`config.mk`:
```
export PLATFORM = sky130hd
export DESIGN_NAME = rstc_top
export DESIGN_NICKNAME = d
export VERILOG_FILES = /design/src/rtl/rstc_pkg.sv /design/src/rtl/rstc_warm_filter.sv /design/src/rtl/rstc_sequencer.sv /design/src/rtl/rstc_core_hold.sv /design/src/rtl/rstc_top.sv
export SDC_FILE = /design/constraint.sdc
export NUM_CORES = 1
export LEC_CHECK = 0
export BUFFER_PORTS_ARGS = -buffer_cell sky130_fd_sc_hd__buf_2
export CORE_MARGIN = 1.5
export CORE_UTILIZATION = 50
export DETAILED_ROUTE_END_ITERATION = 10
export PLACE_DENSITY = 0.76
export SETUP_SLACK_MARGIN = 0.5
export SLEW_MARGIN = 20
export SYNTH_ARGS = -nofsm -noshare
export SYNTH_HDL_FRONTEND = slang
export SYNTH_HIERARCHICAL = 1
export SYNTH_SLANG_ARGS = --single-unit
```
`constraint.sdc`:
```
create_clock -name clk -period 3.1 [get_ports clk]
set_input_delay 0.62 -clock clk [delete_from_list [all_inputs] [get_ports clk]]
set_output_delay 0.62 -clock clk [all_outputs]
set_load 0.05 [all_outputs]
```
`src/rtl/rstc_pkg.sv`:
```
package rstc_pkg;

    typedef enum logic [2:0] {
        ST_IDLE,
        ST_QUALIFY,
        ST_HOLD,
        ST_RELEASE,
        ST_INIT,
        ST_DONE
    } seq_state_e;

    // numeric value equals priority
    typedef enum logic [1:0] {
        SRC_NONE = 2'd0,
        SRC_SYS  = 2'd1,
        SRC_WARM = 2'd2,
        SRC_POR  = 2'd3
    } src_e;

endpackage

```
`src/rtl/rstc_warm_filter.sv`:
```
module rstc_warm_filter #(
    parameter int MIN_LOW = 24
) (
    input  logic clk,
    input  logic rst_n,
    input  logic pin_n,
    output logic fire
);
    localparam int CW = $clog2(MIN_LOW + 1);
    localparam logic [CW-1:0] CNT_MAX  = CW'(MIN_LOW);
    localparam logic [CW-1:0] CNT_LAST = CW'(MIN_LOW - 1);

    logic [CW-1:0] cnt_d, cnt_q;

    always_comb begin
        cnt_d = cnt_q;
        if (pin_n) begin
            cnt_d = '0;
        end else if (cnt_q != CNT_MAX) begin
            cnt_d = cnt_q + 1'b1;
        end
    end

    always_ff @(posedge clk or negedge rst_n) begin
        if (!rst_n) cnt_q <= '0;
        else        cnt_q <= cnt_d;
    end

    assign fire = !pin_n && (cnt_q == CNT_LAST);

    // one request per qualified low period
    a_r2_single_fire: assert property (@(posedge clk) disable iff (!rst_n)
        fire |=> !fire);

endmodule

```
`src/rtl/rstc_sequencer.sv`:
```
module rstc_sequencer
    import rstc_pkg::*;
#(
    parameter int HOLD_CYC = 4,
    parameter int BOOT_W   = 4
) (
    input  logic              clk,
    input  logic              rst_n,
    input  logic              warm_n,
    input  logic              warm_fire,
    input  logic              sys_req,
    input  logic              init_done,
    input  logic [BOOT_W-1:0] cfg_pins,
    output logic              status_n,
    output logic              logic_rst_n,
    output logic              retain_rst_n,
    output logic              pad_hiz,
    output logic              init_start,
    output logic [BOOT_W-1:0] boot_mode,
    output logic [1:0]        cause
);
    localparam int HW = $clog2(HOLD_CYC + 1);
    localparam logic [HW-1:0] HOLD_LAST = HW'(HOLD_CYC - 1);

    typedef struct packed {
        seq_state_e        state;
        src_e              src;
        logic [HW-1:0]     hcnt;
        logic [BOOT_W-1:0] boot;
        logic              first;
    } seq_regs_t;

    seq_regs_t regs_d, regs_q;
    src_e      req_src;
    logic      in_seq;
    logic      hold_more;

    assign in_seq = (regs_q.state == ST_HOLD) || (regs_q.state == ST_RELEASE) ||
                    (regs_q.state == ST_INIT);

    always_comb begin
        if (warm_fire)    req_src = SRC_WARM;
        else if (sys_req) req_src = SRC_SYS;
        else              req_src = SRC_NONE;
    end

    assign hold_more = (regs_q.hcnt < HOLD_LAST) ||
                       ((regs_q.src == SRC_WARM) && !warm_n);

    always_comb begin
        regs_d = regs_q;
        if (regs_q.first) begin
            regs_d.boot  = cfg_pins;
            regs_d.first = 1'b0;
        end
        case (regs_q.state)
            ST_IDLE, ST_QUALIFY, ST_DONE: begin
                if (req_src != SRC_NONE) begin
                    regs_d.state = ST_HOLD;
                    regs_d.src   = req_src;
                    regs_d.hcnt  = '0;
                end else if (!warm_n) begin
                    regs_d.state = ST_QUALIFY;
                end else begin
                    regs_d.state = ST_IDLE;
                end
            end
            ST_HOLD: begin
                if (hold_more) begin
                    if (regs_q.hcnt < HOLD_LAST) regs_d.hcnt = regs_q.hcnt + 1'b1;
                end else begin
                    regs_d.state = ST_RELEASE;
                end
            end
            ST_RELEASE: regs_d.state = ST_INIT;
            ST_INIT: if (init_done) regs_d.state = ST_DONE;
            default: regs_d.state = ST_IDLE;
        endcase
        // preemption by a stronger source; weaker or equal ones are dropped
        if (in_seq && (req_src > regs_q.src)) begin
            regs_d.state = ST_HOLD;
            regs_d.src   = req_src;
            regs_d.hcnt  = '0;
        end
    end

    always_ff @(posedge clk or negedge rst_n) begin
        if (!rst_n) begin
            regs_q.state <= ST_HOLD;
            regs_q.src   <= SRC_POR;
            regs_q.hcnt  <= '0;
            regs_q.boot  <= '0;
            regs_q.first <= 1'b1;
        end else begin
            regs_q <= regs_d;
        end
    end

    assign status_n     = !in_seq;
    assign logic_rst_n  = (regs_q.state != ST_HOLD);
    assign retain_rst_n = !((regs_q.state == ST_HOLD) && (regs_q.src != SRC_SYS));
    assign pad_hiz      = (regs_q.state == ST_HOLD) && (regs_q.src != SRC_SYS);
    assign init_start   = (regs_q.state == ST_RELEASE);
    assign boot_mode    = regs_q.boot;
    assign cause        = regs_q.src;

    // status may only rise after completion was seen
    a_r4_status_after_done: assert property (@(posedge clk) disable iff (!rst_n)
        $rose(status_n) |-> $past(init_done));

    // pads float only while logic reset is applied
    a_r3_hiz_in_reset: assert property (@(posedge clk) disable iff (!rst_n)
        pad_hiz |-> !logic_rst_n);

    // cause never weakens inside a running sequence
    a_r8_no_downgrade: assert property (@(posedge clk) disable iff (!rst_n)
        (in_seq && $past(in_seq)) |-> (regs_q.src >= $past(regs_q.src)));

    // boot mode frozen after its single sample
    a_r5_boot_frozen: assert property (@(posedge clk) disable iff (!rst_n)
        (!regs_q.first && !$past(regs_q.first)) |-> $stable(boot_mode));

    // start pulse lasts one cycle
    a_r10_start_pulse: assert property (@(posedge clk) disable iff (!rst_n)
        init_start |=> !init_start);

endmodule

```
`src/rtl/rstc_core_hold.sv`:
```
module rstc_core_hold #(
    parameter int N_CORES  = 3,
    parameter int HOLD_CYC = 8
) (
    input  logic               clk,
    input  logic               rst_n,
    input  logic               dev_rst_n,
    input  logic [N_CORES-1:0] wdog_req,
    output logic [N_CORES-1:0] core_rst_n
);
    localparam int CW = $clog2(HOLD_CYC + 1);
    localparam logic [CW-1:0] CNT_LOAD = CW'(HOLD_CYC);

    for (genvar i = 0; i < N_CORES; i++) begin : g_core
        logic [CW-1:0] cnt_d, cnt_q;

        always_comb begin
            cnt_d = cnt_q;
            if (wdog_req[i])        cnt_d = CNT_LOAD;
            else if (cnt_q != '0)   cnt_d = cnt_q - 1'b1;
        end

        always_ff @(posedge clk or negedge rst_n) begin
            if (!rst_n) cnt_q <= '0;
            else        cnt_q <= cnt_d;
        end

        assign core_rst_n[i] = (cnt_q == '0) && dev_rst_n;

        // a watchdog pulse puts its core into reset
        a_r9_core_hit: assert property (@(posedge clk) disable iff (!rst_n)
            wdog_req[i] |=> !core_rst_n[i]);
    end

endmodule

```
`src/rtl/rstc_top.sv`:
```
module rstc_top #(
    parameter int N_CORES   = 3,
    parameter int WARM_MIN  = 24,
    parameter int HOLD_CYC  = 4,
    parameter int CORE_HOLD = 8,
    parameter int BOOT_W    = 4
) (
    input  logic               clk,
    input  logic               por_n,
    input  logic               warm_n,
    input  logic               sys_req,
    input  logic [N_CORES-1:0] wdog_req,
    input  logic               init_done,
    input  logic [BOOT_W-1:0]  cfg_pins,
    output logic               status_n,
    output logic               logic_rst_n,
    output logic               retain_rst_n,
    output logic               pad_hiz,
    output logic               init_start,
    output logic [BOOT_W-1:0]  boot_mode,
    output logic [1:0]         cause,
    output logic [N_CORES-1:0] core_rst_n
);
    logic warm_fire;

    rstc_warm_filter #(.MIN_LOW(WARM_MIN)) u_filter (
        .clk   (clk),
        .rst_n (por_n),
        .pin_n (warm_n),
        .fire  (warm_fire)
    );

    rstc_sequencer #(.HOLD_CYC(HOLD_CYC), .BOOT_W(BOOT_W)) u_seq (
        .clk          (clk),
        .rst_n        (por_n),
        .warm_n       (warm_n),
        .warm_fire    (warm_fire),
        .sys_req      (sys_req),
        .init_done    (init_done),
        .cfg_pins     (cfg_pins),
        .status_n     (status_n),
        .logic_rst_n  (logic_rst_n),
        .retain_rst_n (retain_rst_n),
        .pad_hiz      (pad_hiz),
        .init_start   (init_start),
        .boot_mode    (boot_mode),
        .cause        (cause)
    );

    rstc_core_hold #(.N_CORES(N_CORES), .HOLD_CYC(CORE_HOLD)) u_cores (
        .clk        (clk),
        .rst_n      (por_n),
        .dev_rst_n  (logic_rst_n),
        .wdog_req   (wdog_req),
        .core_rst_n (core_rst_n)
    );

endmodule

```
* Word-level counts from Yosys, hierarchy flattened *
Cells that the tools add are included.

word-level totals
  flip-flop bits (word level) = 30
  latch bits = 0
  RAM bits = 0
  bits in read-only memories = 0
  output and inout port bits = 14
  memories = 0

operators by class
  add/sub/neg operators = 5
  $mul = 0
  div/mod/pow operators = 0
  order comparisons = 2
  equality and inequality tests = 15
  shifts and indexed selects = 0
  muxes and demuxes = 21
  bitwise gates (word level) = 0
  reductions and logical operators = 32

operators with widths
  operator                                                                  number
  4-bit 2-to-1 mux                                                          6
  5-bit 2-to-1 mux                                                          3
  2-bit nonzero test                                                        7
  4-bit zero test                                                           3
  3-bit 2-to-1 mux                                                          4
  3-bit case mux with 4 select lines                                        1
  4-bit nonzero test                                                        3
  4-bit by 1-bit subtractor with 4-bit output (second input constant)       3
  3-bit inequality test (second input constant)                             3
  8-bit 2-to-1 mux                                                          1
  1-bit logical AND                                                         7
  3-bit by 2-bit equality test with 1-bit output (second input constant)    2
  3-bit equality test (second input constant)                               2
  2-bit 2-to-1 mux                                                          3
  3-bit by 2-bit inequality test with 1-bit output (second input constant)  2
  3-bit case mux with 2 select lines                                        1
  5-bit by 1-bit adder with 5-bit output (second input constant)            1
  5-bit equality test (second input constant)                               1
  5-bit inequality test (second input constant)                             1
  2-bit AND reduction                                                       2
  4-bit AND reduction                                                       1
  3-bit by 1-bit adder with 3-bit output (second input constant)            1
  3-bit by 1-bit equality test with 1-bit output (second input constant)    1
  1-bit zero test                                                           3
  10 further kinds                                                          13

* Longest topological paths before layout *
Gate-level depths: netlist (run 1).

  word-level depth = 7
  mapped depth = 10

* By module *
Netlist (run 1), hierarchy kept.

by module, submodules not included
  module            times used  cells an instance  area an instance (µm²)  seq. area each (µm²)
  rstc_sequencer    1           70                 770.7                   330.3
  rstc_core_hold    1           66                 679.4                   300.3
  rstc_warm_filter  1           28                 295.3                   125.1

* Worst setup path after synthesis (run 1) *
OpenSTA, ideal clock, no wires.

  path kind = reg-to-output
  start point = reg u_seq.regs_q[8], in the netlist u_seq/cause[0]
  end point = out pad_hiz
  arrival time = 2.303 ns
  required time = 2.480 ns
  path slack = 0.177 ns
  cell stages (with the launch flop) = 4
  cells stage by stage = dfstp_2 -> inv_1 -> o21ai_0 -> inv_1

between the ends
  longest elaborated chain between the ends = 2

ends and longest elaborated chain
  what                                              RTL line               RTL
  start: declaration                                rstc_sequencer.sv:33   seq_regs_t regs_d, regs_q;
  start signal: assignment                          rstc_sequencer.sv:95   regs_q <= regs_d;
  2-bit by 1-bit inequality test with 1-bit output  rstc_sequencer.sv:102  assign pad_hiz = (regs_q.state == ST_HOLD) && (regs_q.src != SRC_SYS);
  1-bit logical AND                                 rstc_sequencer.sv:102
  end: declaration                                  rstc_top.sv:18         output logic pad_hiz,

No other way between the ends.

* Worst setup path after layout (run 1) *
  start point = reg u_filter.cnt_q[0]
  end point = reg u_seq.regs_q[9], in the netlist u_seq/cause[1]

between the ends
  longest elaborated chain between the ends = 7

ends and longest elaborated chain
  what                                  RTL line                RTL
  start: declaration                    rstc_warm_filter.sv:13  logic [CW-1:0] cnt_d, cnt_q;
  start signal: assignment              rstc_warm_filter.sv:26  else cnt_q <= cnt_d;
  5-bit equality test (*)               rstc_warm_filter.sv:29  assign fire = !pin_n && (cnt_q == CNT_LAST);
  1-bit logical AND (*)                 rstc_warm_filter.sv:29
  named net warm_fire                   rstc_top.sv:24          logic warm_fire;
  2-bit 2-to-1 mux (*)                  rstc_sequencer.sv:42    if (warm_fire) req_src = SRC_WARM;
  2-bit > comparator                    rstc_sequencer.sv:80    if (in_seq && (req_src > regs_q.src)) begin
  1-bit logical AND                     rstc_sequencer.sv:80
  2-bit nonzero test (no source line)   n/a
  2-bit AND reduction (no source line)  n/a

Mark *: on every way through the listed nets, which the timed path passes. The rest lies on a longest branch. The select of a mux whose other input is x is not followed.
A chain may end at the register's enable or synchronous reset.

==> run metrics, run 1 <==
status completed; critical path's slowest cell dfrtp_1; Clock Pin Slew Worst Setup and Hold Paths 100 ps; HP Class in -> async; Total Routed Length 3.23 mm; final instance area 1960 sq um; Via density 5.26; library cells used by synthesis 40; WL met2 1.65 mm; Post-Syn Instances 164; Hold Slack 304 ps; initial DRC count 42; DIE HEIGHT 62.1 um; Post-Syn Nets 184; Die Wd 62.1 um; synthesized area per cell 10.6 sq um; vias in the first global route 1250; Yosys reg bits 30; hold_buf cts 0; EDFF count, synth 0; GRT overflow 0; clk sinks 30; Max clock buf depth 2; Residual DRC 0; ys flop type dfrtp_1; Max IR drop VDD 635 uV; initial core utilization 52.3%; number of fill cells 302; Cell Rows 21; Max-Cap Viols 0; most instantiated library cell after synthesis dfrtp_1; Num CTS Buffers 5; die area 3850 sq um; ANT cells 0; RD Place Congestion 0.859; Seq/Total Area, Yosys 43.3%; Yosys top cell area share 37.3%; WS Path Type reg -> reg; DR vias 1251; Skew-Pair Late Insertion Delay 330 ps; largest fanout on the critical path 6; CTS Root Buffer Type clkbuf_4; Final Hold Viols 0; WL per Instance 13.6 um; Synth top cells by count dfrtp_1, nor2_1, inv_1, mux2_2, nor2b_1; Area Overhead vs Synth 12.5%; Synth area leader dfrtp_1; CP Cell Sequence ha_1 > nand2_1 > nor3_2 > nand2b_1 > ha_1 > nand2_1 > o21ai_4 > mux2_4 > o21bai_4 > mux2_4; fin worst setup slack 691 ps; kind of end point of the critical path register; initial antenna violation count 0; placed cell count 230; Core ar. 3340 sq um; I/O pins 26; Worst-Margin Slew 658 ps; Ys Warns 6; Final min period 2410 ps; non-filler cells, final 238; largest net degree at the start of global routing 31; Final Slew Violations 0; delay-heaviest family, CP simple AND/OR/NAND/NOR gates; Req. time, crit path 3370 ps; max incr delay on CP 430 ps; nets@finish 211; post-detail-place hpwl 2.37 mm; crit start category register; Max Fclk 415 MHz; CTS tree built; drt pass-1 iters 4; highest routed layer met4; setup TNS 0 ps; power per cell area 937 nW/um^2; RSZ-0062 raised after global routing false; DR WL met3 108 um; Async S/R FF share, synth 100%; met1 WL 1.40 mm; Clock H-tree levels 2; Layout Skew 7.40 ps; Post-DRT Antenna Nets 0; period utilisation layout 77.7%; Max-slew headroom 56.1%; Pleak 0.927 nW; final setup vio count 0; cell area after synthesis 1750 sq um; total track usage 18.9%; pre-CTS WS 388 ps; I/O Buffers 25; ranking of synthesized cells by area dfrtp_1, dfstp_2, mux2_2; Bufs and invs on worst path 0; share of post-route cells with drive strength above 1 33.9%; Placed Area 1890 sq um; first-pass GRT wire length 5.23 mm; crit path DAT 2680 ps
==> timing repair <==
item,in CTS,in global routing
buffers inserted,0,0
setup endpoints to repair,0,7
resized for setup,0,2
==> placed cells by master, fill, tap and decap left out, types with 2 or more instances in the layout <==
cell and count:
dfrtp_1 26, buf_2 25, nor2_1 15, inv_1 14, nor2b_1 9, mux2_2 9, nand2b_1 8, a21oi_1 8
ha_1 8, clkbuf_4 5, nor3_1 4, mux2_4 4, dfstp_2 4, nor3b_2 3, and2_1 3, o31a_1 3
a211o_1 3, nand3b_1 3, nand2_1 3, mux2i_1 3, mux2_1 2, nor3_2 2, nand3_1 2, inv_2 2
nor4_1 2
==> path summary, 6_finish.rpt <==
check	to	depth (start not counted)	start	slack [ps]
min	u_cores/g_core[1].cnt_q[1]$_DFFE_PN0P_	1	por_n	300
max in group asynchronous	u_filter/cnt_q[4]$_DFFE_PN0P_	1	por_n	2370
min in group clk	u_cores/g_core[1].cnt_q[2]$_DFFE_PN0P_	2	wdog_req[1]	500
max	u_seq/cause[1]$_DFFE_PN1P_	10	u_filter/cnt_q[0]$_DFFE_PN0P_	690
min reg2reg	u_seq/boot_mode[2]$_DFFE_PN0P_	1	u_seq/boot_mode[2]$_DFFE_PN0P_	520
max reg2reg	u_seq/cause[1]$_DFFE_PN1P_	10	u_filter/cnt_q[0]$_DFFE_PN0P_	690
==> per-layer routing <==
metal	up-vias	GRT usage (%)
li1	616	-
met4	0	8.21
met3	6	4.97
met5	-	0
met1	608	21.3
met2	21	33.5
==> power by group <==
group | switching [mW] | leakage [nW] | internal (mW)
combinational | 0.554 | 0.524 | 0.377
clock | 0.144 | 0.0343 | 0.109
sequential | 0.141 | 0.369 | 0.516
total | 0.839 | 0.927 | 1.00
==> registers in the layout (all words and copies together), names as in the netlist <==
| signal | count |
|---|---|
| u_cores/g_core.cnt_q | 12 |
| u_seq/regs_q | 7 |
| u_seq/cause | 2 |
| u_seq/boot_mode | 4 |
| u_filter/cnt_q | 5 |
==> kinds of logic after synthesis <==
family                     count (synthesis)  share of synthesized area, %
DFF                                       30                          43.3
muxes                                     18                          12.3
buffers and inverters                     22                          6.02
adders and majority gates                  8                          5.73
xor gates and xnor gates                   1                         0.502
and+or+nand+nor                           59                          20.4
AOI/OAI and AO/OA                         25                          11.6
other                                      1                         0.215
==> worst reg2reg max path: stages (launching register included) <==
cell,delay [ps]
dfrtp_1,430
ha_1,250
nand2_1,90
nor3_2,240
nand2b_1,170
ha_1,230
nand2_1,100
o21ai_4,90
mux2_4,290
o21bai_4,160
mux2_4,310
==> per-stage QoR <==
step / util (%) / power, mW
after floorplan: - / 1.40
after global placement: 56.7 / 1.54
after detailed placement: 56.7 / 1.59
after CTS: 58.6 / 1.85
after global routing: 58.9 / 1.98
final: 58.9 / 1.84
==> cell type report <==
type                    instances  area (sq um)  share of cell area, %
multi-input cells             112           895                   45.5
flip-flops and latches         30           756                   38.5
repair buffers                 26           133                   6.75
inverters                      16          60.1                   3.06
well taps                      46          57.6                   2.93
clock buffers                   6          51.3                   2.61
clock inverters                 2          12.5                  0.637
Power figures use the tool's default switching activity.
==> inputs of run 2 (changes only) <==
- PLACE_DENSITY: 0.76 -> 0.79
- clock period: 3.1 -> 2.15 ns (I/O delays scaled with it)
==> run metrics, run 2 (synthesized netlist as in run 1, its figures left out) <==
Flop pwr share 28.9% (-6.8 points); I/O Buffers 25 (unchanged); non-filler cells, final 262 (+10%); crit path DAT 2360 ps (-320 ps); WS Path Type reg -> reg; Psw 1.40 mW (+66%); Req. time, crit path 2410 ps (-960 ps); Post-DRT Antenna Nets 0 (unchanged); ANT cells 0 (unchanged); Worst-Margin Slew 656 ps (-2.48 ps); period utilisation layout 97.6% (+20 points); hold_buf cts 0 (unchanged); Most flops, register u_cores/g_core.cnt_q; Max clock buf depth 2 (unchanged); Clock H-tree levels 2 (unchanged); share of post-route cells with drive strength above 1 50.0% (+16 points); critical path's slowest cell dfrtp_1; largest fanout on the critical path 4 (-2); post-detail-place hpwl 2.56 mm (+7.9%); Area Overhead vs Synth 35.8%; Max IR drop VDD 579 uV (-8.7%); total track usage 20.5% (+1.6 points); Reg2Reg Capture Point u_seq/cause[1]$_DFFE_PN1P_; Skew-Pair Late Insertion Delay 320 ps (about the same); Final Slew Violations 0 (unchanged); initial antenna violation count 0 (unchanged); largest net degree at the start of global routing 31 (unchanged); die area 3850 sq um (unchanged); max incr delay on CP 420 ps (about the same); HP Class in -> async; Design Power 3.31 mW (+80%); clk sinks 30 (unchanged); first-pass GRT wire length 5.62 mm (+7.4%); initial core utilization 52.3% (unchanged); status completed; final instance area 2370 sq um (+21%); Die Wd 62.1 um (unchanged); CTS Root Buffer Type clkbuf_4; power per cell area 1400 nW/um^2 (+49%); nets@finish 235 (+11%); Clk network pwr share 10.4% (-3.4 points); Num CTS Buffers 5 (unchanged); most frequent CP cell mux2_4; Max Fclk 477 MHz (+15%); Placed Area 2010 sq um (+6.2%); RD Place Congestion 0.799 (-6.9%); crit path capture u_seq/cause[1]$_DFFE_PN1P_; DR vias 1371 (+9.6%); Max-Cap Viols 0 (unchanged); drt pass-1 iters 4 (unchanged); final setup vio count 0 (unchanged); combinational share of power 60.8% (+10 points); Pint 1.92 mW (+91%); CP Launch Point u_filter/cnt_q[0]$_DFFE_PN0P_; Reg-to-Reg Start u_filter/cnt_q[0]$_DFFE_PN0P_; Max-slew headroom 56.3% (+0.17 points); Pleak 1.11 nW (+20%); Residual DRC 0 (unchanged); switching share of total power 42.1% (-3.4 points); I/O pins 26 (unchanged); crit start category register; r2r setup slk 50 ps (-640 ps); Via density 5.23 (-0.45%); setup TNS 0 ps (unchanged); leading cell type in the layout, fill and taps excluded dfrtp_1; vias in the first global route 1338 (+7.0%); most frequent cells in the layout dfrtp_1, buf_4, buf_2; Final Hold Viols 0 (unchanged); kind of end point of the critical path register; top flop regs u_cores/g_core.cnt_q: 12 flops, u_seq/regs_q: 7 flops, u_filter/cnt_q: 5 flops; Core ar. 3340 sq um (unchanged); GRT overflow 0 (unchanged); Clock Pin Slew Worst Setup and Hold Paths 90 ps (about the same); DIE HEIGHT 62.1 um (unchanged); Hold Slack 124 ps (-179 ps); RSZ-0062 raised after global routing true; max reg flops 12 (unchanged); R2R depth 9 (-1); Final min period 2100 ps (-311 ps); CP Cell Sequence ha_4 > nand2_4 > nor3_4 > ha_1 > nor2b_4 > o21ai_4 > mux2_4 > o21bai_4 > mux2_4; WL per Instance 14.4 um (+6.4%); placed cell count 238 (+3.5%); Total Routed Length 3.78 mm (+17%); Cell Rows 21 (unchanged); initial DRC count 81 (+93%); CTS tree built; Layout Skew 8.86 ps (+1.47 ps)
==> run 2: what timing repair did <==
action,CTS,global route
buffers inserted,12,4
cloned,0,0
endpoints found under the setup margin,16,18
pin swaps,7,3
resized for setup,32,17
==> run 2: cell type report <==
cell class                      count  area [sq um]
Clock inverter                      1          5.00
Multi-Input combinational cell    112          1040
Clock buffer                        7          55.1
Fill cell                         241           966
Inverter                           16          62.6
Tap cell                           46          57.6
Timing Repair Buffer               50           394
Sequential cell                    30           757
==> run 2: power by group through the flow <==
stage | combinational, mW | clock [mW] | sequential [mW]
after floorplan | 1.16 | 0 | 0.908
after global placement | 1.39 | 0 | 0.930
final | 2.01 | 0.343 | 0.956
after CTS | 1.84 | 0.357 | 0.938
after detailed placement | 1.47 | 0 | 0.946
after global routing | 2.17 | 0.381 | 0.979
==> run 2: critical path: cells and delay by family, from the launching register on <==
kind                       cells  cell delay, ps
muxes                          2             600
adders and majority gates      2             510
DFF                            1             420
and+or+nand+nor                3             290
AOI/OAI and AO/OA              2             220
==> run 2: metal layers <==
layer	share of wire, %	up-vias	global-route usage [%]
li1	-	666	-
met1	38	678	21.3
met2	57	23	38.4
met3	3.6	4	5.80
met4	0.90	0	8.21
met5	0	-	0
==> run 2: metrics by stage <==
step	utilization, %	worst slack (ps)
finish	71.1	52.6
global route	71.1	-40.8
CTS	68.3	28.5
detailed placement	60.1	-101
global placement	60.1	-24.9
floorplan	-	-28.9
==> run 2: how the worst min path moves through the flow <==
stage	slack [ps]	endpoint	cells after the start	startpoint
after CTS	140	u_cores/g_core[2].cnt_q[3]$_DFFE_PN0P_	1	por_n
after global placement	490	u_seq/boot_mode[2]$_DFFE_PN0P_	1	por_n
after global routing	170	u_cores/g_core[2].cnt_q[3]$_DFFE_PN0P_	1	por_n
final	120	u_cores/g_core[2].cnt_q[3]$_DFFE_PN0P_	1	por_n
after floorplan	130	u_cores/g_core[0].cnt_q[0]$_DFFE_PN0P_	0	por_n
after detailed placement	490	u_seq/boot_mode[3]$_DFFE_PN0P_	1	u_seq/boot_mode[3]$_DFFE_PN0P_
